--- src/rtl/ft_pkg.sv ---
package ft_pkg;
   localparam int FT_WORD_W  = 32;
   localparam int FT_TOG_BIT = 31;
   localparam int FT_MPS_LSB = 16;

   function automatic logic [FT_WORD_W-1:0] ft_field_mask(input int lsb, input int width);
      logic [FT_WORD_W-1:0] m;
      m = '0;
      for (int i = 0; i < FT_WORD_W; i++) begin
         if (i >= lsb && i < lsb + width) m[i] = 1'b1;
      end
      return m;
   endfunction
endpackage

--- src/rtl/ft_cfg_regs.sv ---
module ft_cfg_regs
   import ft_pkg::*;
#(
   parameter int FI_W      = 14,
   parameter int MPS_W     = 15,
   parameter int RESET_FI  = 11999,
   parameter int RESET_MPS = 0,
   parameter int RESET_PS  = 0
) (
   input  logic                 clk,
   input  logic                 rst_n,
   input  logic                 ivl_wr,
   input  logic [FT_WORD_W-1:0] ivl_wdata,
   input  logic                 ps_wr,
   input  logic [FI_W-1:0]      ps_wdata,
   output logic [FT_WORD_W-1:0] ivl_q,
   output logic [FI_W-1:0]      ps_q
);
   localparam logic [FT_WORD_W-1:0] IVL_MASK =
      ft_field_mask(0, FI_W) | ft_field_mask(FT_MPS_LSB, MPS_W) | ft_field_mask(FT_TOG_BIT, 1);
   localparam logic [FT_WORD_W-1:0] IVL_RESET =
      (FT_WORD_W'(RESET_FI) & ft_field_mask(0, FI_W)) |
      ((FT_WORD_W'(RESET_MPS) << FT_MPS_LSB) & ft_field_mask(FT_MPS_LSB, MPS_W));

   always_ff @(posedge clk) begin
      if (!rst_n) begin
         ivl_q <= IVL_RESET;
         ps_q  <= FI_W'(RESET_PS);
      end else begin
         if (ivl_wr) ivl_q <= ivl_wdata & IVL_MASK;
         if (ps_wr)  ps_q  <= ps_wdata;
      end
   end

   AST_IVL_HOLD: assert property (@(posedge clk) disable iff (!rst_n)
      !ivl_wr |=> $stable(ivl_q));
   AST_PS_LOAD: assert property (@(posedge clk) disable iff (!rst_n)
      ps_wr |=> ps_q == $past(ps_wdata));
endmodule

--- src/rtl/ft_bit_counter.sv ---
module ft_bit_counter #(
   parameter int FI_W = 14
) (
   input  logic            clk,
   input  logic            rst_n,
   input  logic            step,
   input  logic [FI_W-1:0] reload_val,
   input  logic            reload_tog,
   output logic [FI_W-1:0] rem_q,
   output logic            tog_q,
   output logic [FI_W-1:0] rem_next,
   output logic            wrap
);
   assign wrap = step && (rem_q == '0);

   always_comb begin
      if (wrap)      rem_next = reload_val;
      else if (step) rem_next = rem_q - 1'b1;
      else           rem_next = rem_q;
   end

   always_ff @(posedge clk) begin
      if (!rst_n) begin
         rem_q <= '0;
         tog_q <= 1'b0;
      end else begin
         rem_q <= rem_next;
         if (wrap) tog_q <= reload_tog;
      end
   end

   AST_DECREMENT: assert property (@(posedge clk) disable iff (!rst_n)
      (step && rem_q != '0) |=> rem_q == $past(rem_q) - 1'b1);
   AST_COUNT_HOLD: assert property (@(posedge clk) disable iff (!rst_n)
      !step |=> ($stable(rem_q) && $stable(tog_q)));
   AST_RELOAD: assert property (@(posedge clk) disable iff (!rst_n)
      wrap |=> (rem_q == $past(reload_val) && tog_q == $past(reload_tog)));
endmodule

--- src/rtl/ft_frame_count.sv ---
module ft_frame_count #(
   parameter int FN_W = 16
) (
   input  logic            clk,
   input  logic            rst_n,
   input  logic            wrap,
   output logic [FN_W-1:0] fnum_q,
   output logic            sof_q,
   output logic            fno_q
);
   localparam int MSB = FN_W - 1;
   logic [FN_W-1:0] fnum_inc;
   assign fnum_inc = fnum_q + 1'b1;

   always_ff @(posedge clk) begin
      if (!rst_n) begin
         fnum_q <= '0;
         sof_q  <= 1'b0;
         fno_q  <= 1'b0;
      end else begin
         sof_q <= wrap;
         fno_q <= wrap && (fnum_inc[MSB] != fnum_q[MSB]);
         if (wrap) fnum_q <= fnum_inc;
      end
   end

   AST_SOF_ADVANCE: assert property (@(posedge clk) disable iff (!rst_n)
      sof_q |-> fnum_q == $past(fnum_q) + 1'b1);
   AST_FNUM_HOLD: assert property (@(posedge clk) disable iff (!rst_n)
      !wrap |=> ($stable(fnum_q) && !sof_q && !fno_q));
   AST_FNO_MSB: assert property (@(posedge clk) disable iff (!rst_n)
      fno_q |-> fnum_q[MSB] != $past(fnum_q[MSB]));
endmodule

--- src/rtl/ft_periodic_flag.sv ---
module ft_periodic_flag #(
   parameter int FI_W = 14
) (
   input  logic            clk,
   input  logic            rst_n,
   input  logic            step,
   input  logic            wrap,
   input  logic [FI_W-1:0] rem_next,
   input  logic [FI_W-1:0] ps_q,
   output logic            pri_q
);
   always_ff @(posedge clk) begin
      if (!rst_n)     pri_q <= 1'b0;
      else if (wrap)  pri_q <= 1'b0;
      else if (step)  pri_q <= (rem_next <= ps_q);
   end

   AST_PRI_CLEAR: assert property (@(posedge clk) disable iff (!rst_n)
      wrap |=> !pri_q);
   AST_PRI_HOLD: assert property (@(posedge clk) disable iff (!rst_n)
      !step |=> $stable(pri_q));
endmodule

--- src/rtl/frame_timer.sv ---
module frame_timer
   import ft_pkg::*;
#(
   parameter int FI_W      = 14,
   parameter int MPS_W     = 15,
   parameter int FN_W      = 16,
   parameter int RESET_FI  = 11999,
   parameter int RESET_MPS = 0,
   parameter int RESET_PS  = 0
) (
   input  logic        clk,
   input  logic        rst_n,
   input  logic        run,
   input  logic        bit_tick,
   input  logic        ivl_wr,
   input  logic [31:0] ivl_wdata,
   input  logic        pstart_wr,
   input  logic [13:0] pstart_wdata,
   output logic [31:0] ivl_rdata,
   output logic [31:0] remain_rdata,
   output logic [15:0] fnum,
   output logic        sof_pulse,
   output logic        fno_pulse,
   output logic        periodic_pri
);
   generate
      if (FI_W != 14) begin : g_bad_fi
         $error("frame_timer: count field must be 14 bits wide");
      end
      if (MPS_W < 1 || FT_MPS_LSB + MPS_W > FT_TOG_BIT) begin : g_bad_mps
         $error("frame_timer: packet field overlaps the toggle bit");
      end
      if (FN_W != 16) begin : g_bad_fn
         $error("frame_timer: frame number must be 16 bits wide");
      end
      if (RESET_FI < 0 || RESET_FI >= (1 << FI_W)) begin : g_bad_rfi
         $error("frame_timer: reset interval does not fit the count field");
      end
   endgenerate

   logic                 step;
   logic [FT_WORD_W-1:0] ivl_q;
   logic [FI_W-1:0]      ps_q;
   logic [FI_W-1:0]      rem_q;
   logic [FI_W-1:0]      rem_next;
   logic                 tog_q;
   logic                 wrap;

   assign step = run && bit_tick;

   ft_cfg_regs #(
      .FI_W(FI_W), .MPS_W(MPS_W), .RESET_FI(RESET_FI),
      .RESET_MPS(RESET_MPS), .RESET_PS(RESET_PS)
   ) u_cfg (
      .clk(clk), .rst_n(rst_n),
      .ivl_wr(ivl_wr), .ivl_wdata(ivl_wdata),
      .ps_wr(pstart_wr), .ps_wdata(pstart_wdata),
      .ivl_q(ivl_q), .ps_q(ps_q)
   );

   ft_bit_counter #(.FI_W(FI_W)) u_cnt (
      .clk(clk), .rst_n(rst_n), .step(step),
      .reload_val(ivl_q[FI_W-1:0]), .reload_tog(ivl_q[FT_TOG_BIT]),
      .rem_q(rem_q), .tog_q(tog_q), .rem_next(rem_next), .wrap(wrap)
   );

   ft_frame_count #(.FN_W(FN_W)) u_fn (
      .clk(clk), .rst_n(rst_n), .wrap(wrap),
      .fnum_q(fnum), .sof_q(sof_pulse), .fno_q(fno_pulse)
   );

   ft_periodic_flag #(.FI_W(FI_W)) u_pri (
      .clk(clk), .rst_n(rst_n), .step(step), .wrap(wrap),
      .rem_next(rem_next), .ps_q(ps_q), .pri_q(periodic_pri)
   );

   assign ivl_rdata = ivl_q;

   always_comb begin
      remain_rdata                = '0;
      remain_rdata[FI_W-1:0]      = rem_q;
      remain_rdata[FT_TOG_BIT]    = tog_q;
   end

   AST_SOF_PRI_LOW: assert property (@(posedge clk) disable iff (!rst_n)
      sof_pulse |-> !periodic_pri);
   AST_REMAIN_LAYOUT: assert property (@(posedge clk) disable iff (!rst_n)
      remain_rdata[30:FI_W] == '0);
   AST_PRI_MATCH: assert property (@(posedge clk) disable iff (!rst_n)
      (step && !wrap) |=> periodic_pri == (remain_rdata[FI_W-1:0] <= $past(ps_q)));
endmodule

--- config.mk ---
export PLATFORM = sky130hd
export DESIGN_NAME = frame_timer
export DESIGN_NICKNAME = d
export VERILOG_FILES = /design/src/rtl/ft_pkg.sv /design/src/rtl/ft_cfg_regs.sv /design/src/rtl/ft_bit_counter.sv /design/src/rtl/ft_frame_count.sv /design/src/rtl/ft_periodic_flag.sv /design/src/rtl/frame_timer.sv
export SDC_FILE = /design/constraint.sdc
export NUM_CORES = 1
export LEC_CHECK = 0
export ABC_AREA = 1
export BUFFER_PORTS_ARGS = -buffer_cell sky130_fd_sc_hd__buf_4
export CAP_MARGIN = 5
export CORE_ASPECT_RATIO = 1.2
export CORE_MARGIN = 2
export CORE_UTILIZATION = 46
export CTS_CLUSTER_SIZE = 40
export DETAILED_ROUTE_END_ITERATION = 7
export PLACE_DENSITY = 0.77
export SYNTH_ARGS = -nofsm -noshare
export SYNTH_HDL_FRONTEND = slang
export SYNTH_SLANG_ARGS = --single-unit
--- constraint.sdc ---
create_clock -name clk -period 2 [get_ports clk]
set_input_delay 0.2 -clock clk [delete_from_list [all_inputs] [get_ports clk]]
set_output_delay 0.2 -clock clk [all_outputs]
set_load 0.01 [all_outputs]
==> out/metrics.cfg, run 1 <==
[logic_synthesis]
synth_cell_types=39
yosysTopAreaCellShare_pct=38.91
synth_seq_cells=78
syn_inst=556
ys.flop_type=dfxtp_1
syn_area_mm2=0.004013
synth_most_common_cell=nand2_1
synth_common_cells=nand2_1, nor2_1, dfxtp_1, inv_1, o21ai_0
yosysWarnings=0
ys_seq_area_share_pct=38.91
synth_edf_count=0
postSynthAreaPerCell_um2=7.217
synth_largest_area_cell=dfxtp_1
yosys-top-cells-area=dfxtp_1, nand2_1, nor2_1
async_flop_share_pct=0

[setup_path]
r2r_start=u_cnt.rem_q[1]
cp-start-kind=flop
cp.required_ns=2.25
path_class=flop to flop
r2r_end=u_pri.pri_q
crit_arrival_ns=2.48
endpoint=u_pri.pri_q
critPathCaptureType=flop
reg2reg_depth=16
critPathMaxFanout=6
rrSetupSlack_ns=-0.23
worstSetupStartpoint=u_cnt.rem_q[1]

[routing]
routedWlPerCell_um=13.75
finalWirelength_um=11690
drc_errors=0
ant_nets=0
drt-pass1-iter-count=4
viasPerCell=4.939
vias=4198
drt-initial-drc-count=200

[finish]
num_antenna_cells=0
fin_util_pct=67.27
multi_input_area_mm2=0.002215
register_area_mm2=0.001568
layout.nets=796
drive_gt1_share_pct=35.33
fillCellCount=717
area_growth_pct=42.81

[floorplan]
die_h_um=106.3
die-area_mm2=0.009489
rows=37
core_area_mm2=0.008518
chipWidth_um=89.26
io-pin-count=135
floorplan.initialDensity_pct=47.11

[power]
fin_total_pwr_mw=5.216
leakage_nw=2.817
p_per_area_mw_per_mm2=910.3
vdd_ir_drop_max_v=0.0005651

[global_routing]
top_usage_layer=met2
overflow=0
use_met1_pct=31.02
track_usage_pct=24.99
grtUsageMet2_pct=40.53
antenna_found_initial=0
grt_pass1_vias=4077
grt_use_met3_pct=5.512
grt_pass1_wl_um=18490
grt_max_degree=42

[sta]
post-route-period-util_pct=111.3
setup_tns_ns=-0.2262
min_period_ns=2.226
slew_violations=0
clock_skew_ns=0.004016
rsz0062_at_grt=true
hold_violations=0
clock.fmax_mhz=449.2
whs_ns=0.04683
setup_ws_ns=-0.2262
setup_viol=1
worstMarginPinSlew_ns=0.6666
maxSlewHeadroom_pct=55.51

[run_status]
violations=negative setup slack
status=finished, violations left

[placement]
pre_cts_ws_ns=-0.2776
portBuffers=113
dpl.hpwl_um=8495
place.gp.congestion=0.8940

[cts]
cts_tree=yes
cts_buffers=9
root_buffer=clkbuf_8
clk_path_buf_depth=2
clock_latency_ns=0.36
clk_transition_reported_paths_ns=0.08
cts.sinks=78
htree_levels=3

[min_path]
min_path_type=input port to flop

[flow_run]
maxCapViolCount=0

==> worst max-delay path, cell delays in order (launching register included) <==
cell     delay (ns)
dfxtp_4        0.37
inv_4          0.06
ha_4           0.14
nand2_4        0.07
nor2_4         0.14
nand3_4        0.14
or2_0          0.25
nand2_1        0.10
inv_2          0.06
ha_4           0.28
nand2_4        0.06
nor2_4         0.11
nand4_1        0.09
inv_1          0.08
nand2_1        0.05
nand2_1        0.08
a21oi_2        0.05
==> metal layers <==
| layer | vias to the layer above | routed length, um |
|---|---|---|
| met4 | 0 | 297 |
| met3 | 23 | 667 |
| met1 | 1940 | 4978 |
| li1 | 2095 | - |
| met5 | - | 0 |
| met2 | 140 | 5742 |
==> stage by stage <==
| stage | instance area, um2 | std cells |
|---|---|---|
| after floorplan | 4103 | 574 |
| after global placement | 5349 | 831 |
| after detailed placement | 5349 | 831 |
| after CTS | 5619 | 848 |
| after global routing | 5731 | 850 |
| final | 5731 | 850 |
==> layout make-up <==
| cell class | instances | area share [%] |
|---|---|---|
| clock buffer | 13 | 3.122 |
| sequential | 78 | 27.36 |
| inverter | 56 | 3.908 |
| tap | 117 | 2.555 |
| timing repair buffer | 181 | 23.71 |
| clock inverter | 3 | 0.6987 |
| multi-input combinational | 402 | 38.65 |
==> sequential cells by signal, summed over array words and instances (netlist names) <==
name and flops:
u_cfg.ps_q 14, u_cfg.ivl_q 30, u_cnt.rem_q 14, u_pri.pri_q 1
u_cnt.tog_q 1, u_fn.sof_q 1, u_fn.fno_q 1, u_fn.fnum_q 16
==> worst min path at each step <==
stage / from / endpoint / slack, ns / depth (start not counted)
floorplan: ivl_wdata[13] / u_cfg.ivl_q[13] / 0.33 / 2
global placement: ivl_wdata[9] / u_cfg.ivl_q[9] / 0.41 / 3
detailed placement: ivl_wdata[9] / u_cfg.ivl_q[9] / 0.42 / 3
CTS: ivl_wdata[6] / u_cfg.ivl_q[6] / 0.04 / 3
global route: ivl_wdata[6] / u_cfg.ivl_q[6] / 0.04 / 3
finish: ivl_wdata[9] / u_cfg.ivl_q[9] / 0.05 / 3
==> kinds of logic after synthesis <==
kind of cell	Yosys count	share of synthesized area, %
mux	1	0.2495
buf+inv	95	11.60
flops	78	38.91
simple gates	257	28.75
fa+ha+maj	16	4.989
xor+xnor	11	2.401
other cells	1	0.09346
compound gates	97	13.00
==> repair_timing <==
item                       4_1_cts  5_1_grt
cloned                           1        0
pin swaps                        3       12
resized for setup               12       27
hold buffers                     0        0
setup endpoints to repair        1        1
buffers inserted                 0        2
==> placed cells by master (no fill, tap or decap), types with 2 or more instances in the layout <==
cell type / Yosys / final
a211oi_1: 2 / 2
a21oi_1: 39 / 38
a21oi_2: 6 / 7
buf_4: 21 / 181
clkbuf_8: 0 / 13
clkinv_2: 1 / 3
clkinv_4: 2 / 2
conb_1: 1 / 19
dfxtp_1: 78 / 75
dfxtp_2: 0 / 2
ha_1: 16 / 13
ha_4: 0 / 3
inv_1: 51 / 48
inv_2: 1 / 3
nand2_1: 105 / 100
nand2_2: 6 / 9
nand2_4: 0 / 2
nand3_1: 27 / 26
nand3_2: 1 / 2
nand3_4: 1 / 2
nand4_1: 8 / 8
nor2_1: 83 / 71
nor2_2: 9 / 12
nor2_4: 1 / 10
nor3_1: 8 / 8
o211ai_1: 2 / 2
o21ai_0: 44 / 42
o21ai_1: 3 / 5
or2_0: 3 / 2
xor2_1: 10 / 10
==> power by group <==
part / internal, mW / switching (mW) / total, mW
registers: 1.68 / 0.0964 / 1.78
clock network: 0.709 / 0.577 / 1.29
logic: 1.01 / 1.14 / 2.15
total: 3.40 / 1.82 / 5.22
Note: power is estimated with default switching activity, not from simulation.
==> inputs of run 2 (changes only) <==
--- a/config.mk
+++ b/config.mk
@@ -8,5 +8,5 @@
 export ABC_AREA = 1
 export BUFFER_PORTS_ARGS = -buffer_cell sky130_fd_sc_hd__buf_4
-export CAP_MARGIN = 5
+export CAP_MARGIN = 20
 export CORE_ASPECT_RATIO = 1.2
 export CORE_MARGIN = 2
==> constraint.sdc (replaced) <==
create_clock -name clk -period 2 [get_ports clk]
set_input_delay 0.1 -clock clk [delete_from_list [all_inputs] [get_ports clk]]
set_output_delay 0.1 -clock clk [all_outputs]
set_load 0.01 [all_outputs]
==> run 2 against run 1 <==
Net effect: the flow still finishes with violations (negative setup slack); fmax fell by 3.1%; worst setup slack lost 0.071 ns; count of clock-buffer cells in the layout decreased by 3; non-clock buffer count rose by 32; die area unchanged; largest cell class unchanged.
==> out/metrics.cfg, run 2 (synthesized netlist as in run 1, its figures left out) <==
[run_status]
status=finished, violations left  ; unchanged
violations=negative setup slack  ; unchanged

[floorplan]
die_h_um=106.3  ; unchanged
core_area_mm2=0.008518  ; unchanged
chipWidth_um=89.26  ; unchanged
die-area_mm2=0.009489  ; unchanged
io-pin-count=135  ; unchanged
floorplan.initialDensity_pct=47.11  ; unchanged
rows=37  ; unchanged

[power]
clockPowerShare_pct=21.7  ; was 24.7%
vdd_ir_drop_max_v=0.0004741  ; was 0.0005651 V
p_per_area_mw_per_mm2=888.8  ; was 910.3 mW/mm2
switching_share_pct=36.92  ; was 34.81%
p_sw_mw=2.003  ; was 1.816 mW
leakage_nw=2.937  ; was 2.817 nW
p_int_mw=3.423  ; was 3.400 mW
p_comb_share_pct=45.4  ; was 41.2%
p_seq_share_pct=32.9  ; was 34.1%
fin_total_pwr_mw=5.427  ; was 5.216 mW

[finish]
num_antenna_cells=0  ; unchanged
layout.nets=828  ; was 796
multi_input_area_mm2=0.002302  ; was 0.002215 mm2
final_cell_mix=buf_4, nand2_1, nor2_1  ; was buf_4, nand2_1, dfxtp_1
area_growth_pct=52.17  ; was 42.81%
drive_gt1_share_pct=36.21  ; was 35.33%
top_regs=u_cfg.ivl_q x30, u_fn.fnum_q x16  ; unchanged
register_area_mm2=0.001567  ; was 0.001568 mm2
fillCellCount=629  ; was 717
final_common_cell=buf_4  ; unchanged
regMostFlops=u_cfg.ivl_q  ; unchanged
largest_register_ffs=30  ; unchanged

[setup_path]
critPathMaxStageDelay_ns=0.34  ; was 0.37 ns
crit_chain=inv_2, ha_4, nand2_4, nor2_4, nand3_4, buf_4, o21ai_0, inv_1, ha_1, a21oi_2, o21ai_2, a21oi_2, nand2_1, a21oi_2  ; was inv_4, ha_4, nand2_4, nor2_4, nand3_4, or2_0, nand2_1, inv_2, ha_4, nand2_4, nor2_4, nand4_1, inv_1, nand2_1, nand2_1, a21oi_2
cp.required_ns=2.29  ; was 2.25 ns
critPathMaxFanout=4  ; was 6
cpMostUsedCell=a21oi_2  ; was nand2_1
cp-start-kind=flop  ; unchanged
reg2reg_depth=14  ; was 16
path_class=flop to flop  ; unchanged
critPathCaptureType=flop  ; unchanged
crit_arrival_ns=2.59  ; was 2.48 ns
slowest_stage=dfxtp_2  ; was dfxtp_4

[routing]
viasPerCell=5.041  ; was 4.939
routedWlPerCell_um=14.54  ; was 13.75 um
drt-pass1-iter-count=6  ; was 4
drt-initial-drc-count=276  ; was 200
finalWirelength_um=12830  ; was 11690 um
drc_errors=0  ; unchanged
ant_nets=0  ; unchanged
vias=4446  ; was 4198

[global_routing]
grt_pass1_wl_um=19950  ; was 18490 um
grt_pass1_vias=4370  ; was 4077
track_usage_pct=26.78  ; was 24.99%
antenna_found_initial=0  ; unchanged
grt_max_degree=50  ; was 42
overflow=0  ; unchanged

[cts]
cts_tree=yes  ; unchanged
clock_latency_ns=0.35  ; was 0.36 ns
clk_path_buf_depth=2  ; unchanged
clk_transition_reported_paths_ns=0.09  ; was 0.08 ns
root_buffer=clkbuf_8  ; unchanged
htree_levels=3  ; unchanged
cts_buffers=9  ; unchanged
cts.sinks=78  ; unchanged

[min_path]
min_path_type=input port to flop  ; unchanged
holdPathStages=3  ; unchanged

[sta]
worstMarginPinSlew_ns=0.6253  ; was 0.6666 ns
clock.fmax_mhz=435.3  ; was 449.2 MHz
clock_skew_ns=0.01142  ; was 0.004016 ns
setup_ws_ns=-0.2970  ; was -0.2262 ns
setup_viol=1  ; unchanged
hold_violations=0  ; unchanged
whs_ns=0.02038  ; was 0.04683 ns
min_period_ns=2.297  ; was 2.226 ns
maxSlewHeadroom_pct=58.27  ; was 55.51%
slew_violations=0  ; unchanged
rsz0062_at_grt=true  ; unchanged
post-route-period-util_pct=114.9  ; was 111.3%

[placement]
place.gp.congestion=0.9313  ; was 0.8940
portBuffers=113  ; unchanged
dpl.hpwl_um=8396  ; was 8495 um

[flow_run]
maxCapViolCount=0  ; unchanged

## run 2: final cells by class
type	count	area share, %
Timing Repair Buffer	213	27.50
Tap cell	117	2.398
Sequential cell	78	25.66
Inverter	56	3.627
Clock buffer	10	2.090
Multi-Input combinational cell	402	37.70
Clock inverter	6	1.025
## run 2: per-layer routing
layer | track usage [%] | routed length (um) | vias to the layer above
met1 | 31.68 | 5083 | 2055
met3 | 6.832 | 888 | 34
li1 | - | - | 2156
met2 | 46.35 | 6562 | 201
met4 | 8.742 | 291 | 0
met5 | 0 | 0 | -
## run 2: power by group through the flow
stage	logic (mW)	registers, mW	clock network (mW)
floorplan	0.958	1.86	0
global placement	1.80	1.80	0
detailed placement	1.85	1.81	0
CTS	2.20	1.77	1.18
global route	2.67	1.79	1.26
finish	2.46	1.78	1.18
## run 2: stage by stage
step	cell area (um2)	util (%)	setup WS [ns]	setup TNS, ns	instances
after global placement	5311	62.35	-0.1582	-0.1582	826
after detailed placement	5311	62.35	-0.2293	-0.2293	826
after floorplan	4103	-	0.004433	0	574
final	6106	71.68	-0.2970	-0.2970	882
after global routing	6106	71.68	-0.3441	-0.3441	882
after CTS	5953	69.89	-0.1927	-0.1927	879
## run 2: critical path: cells and delay by family (launching register included)
| family | cells | cell delay, ns |
|---|---|---|
| compound gates | 5 | 0.75 |
| simple gates | 4 | 0.43 |
| fa+ha+maj | 2 | 0.37 |
| flops | 1 | 0.34 |
| buf+inv | 3 | 0.33 |
## run 2: what timing repair did
item,CTS,global route
endpoints found under the hold margin,29,0
hold buffers,29,0
setup endpoints to repair,1,1
cloned,1,0
pin swaps,14,15
setup buffers,7,3
resized for setup,26,32
## run 2: path summary, 6_finish.rpt
check	from	end	slack (ns)
setup / recovery	u_cnt.rem_q[0]	u_pri.pri_q	-0.30
setup reg to reg	u_cnt.rem_q[0]	u_pri.pri_q	-0.30
hold / removal	ivl_wdata[1]	u_cfg.ivl_q[1]	0.02
hold reg to reg	u_cnt.tog_q	u_cnt.tog_q	0.48
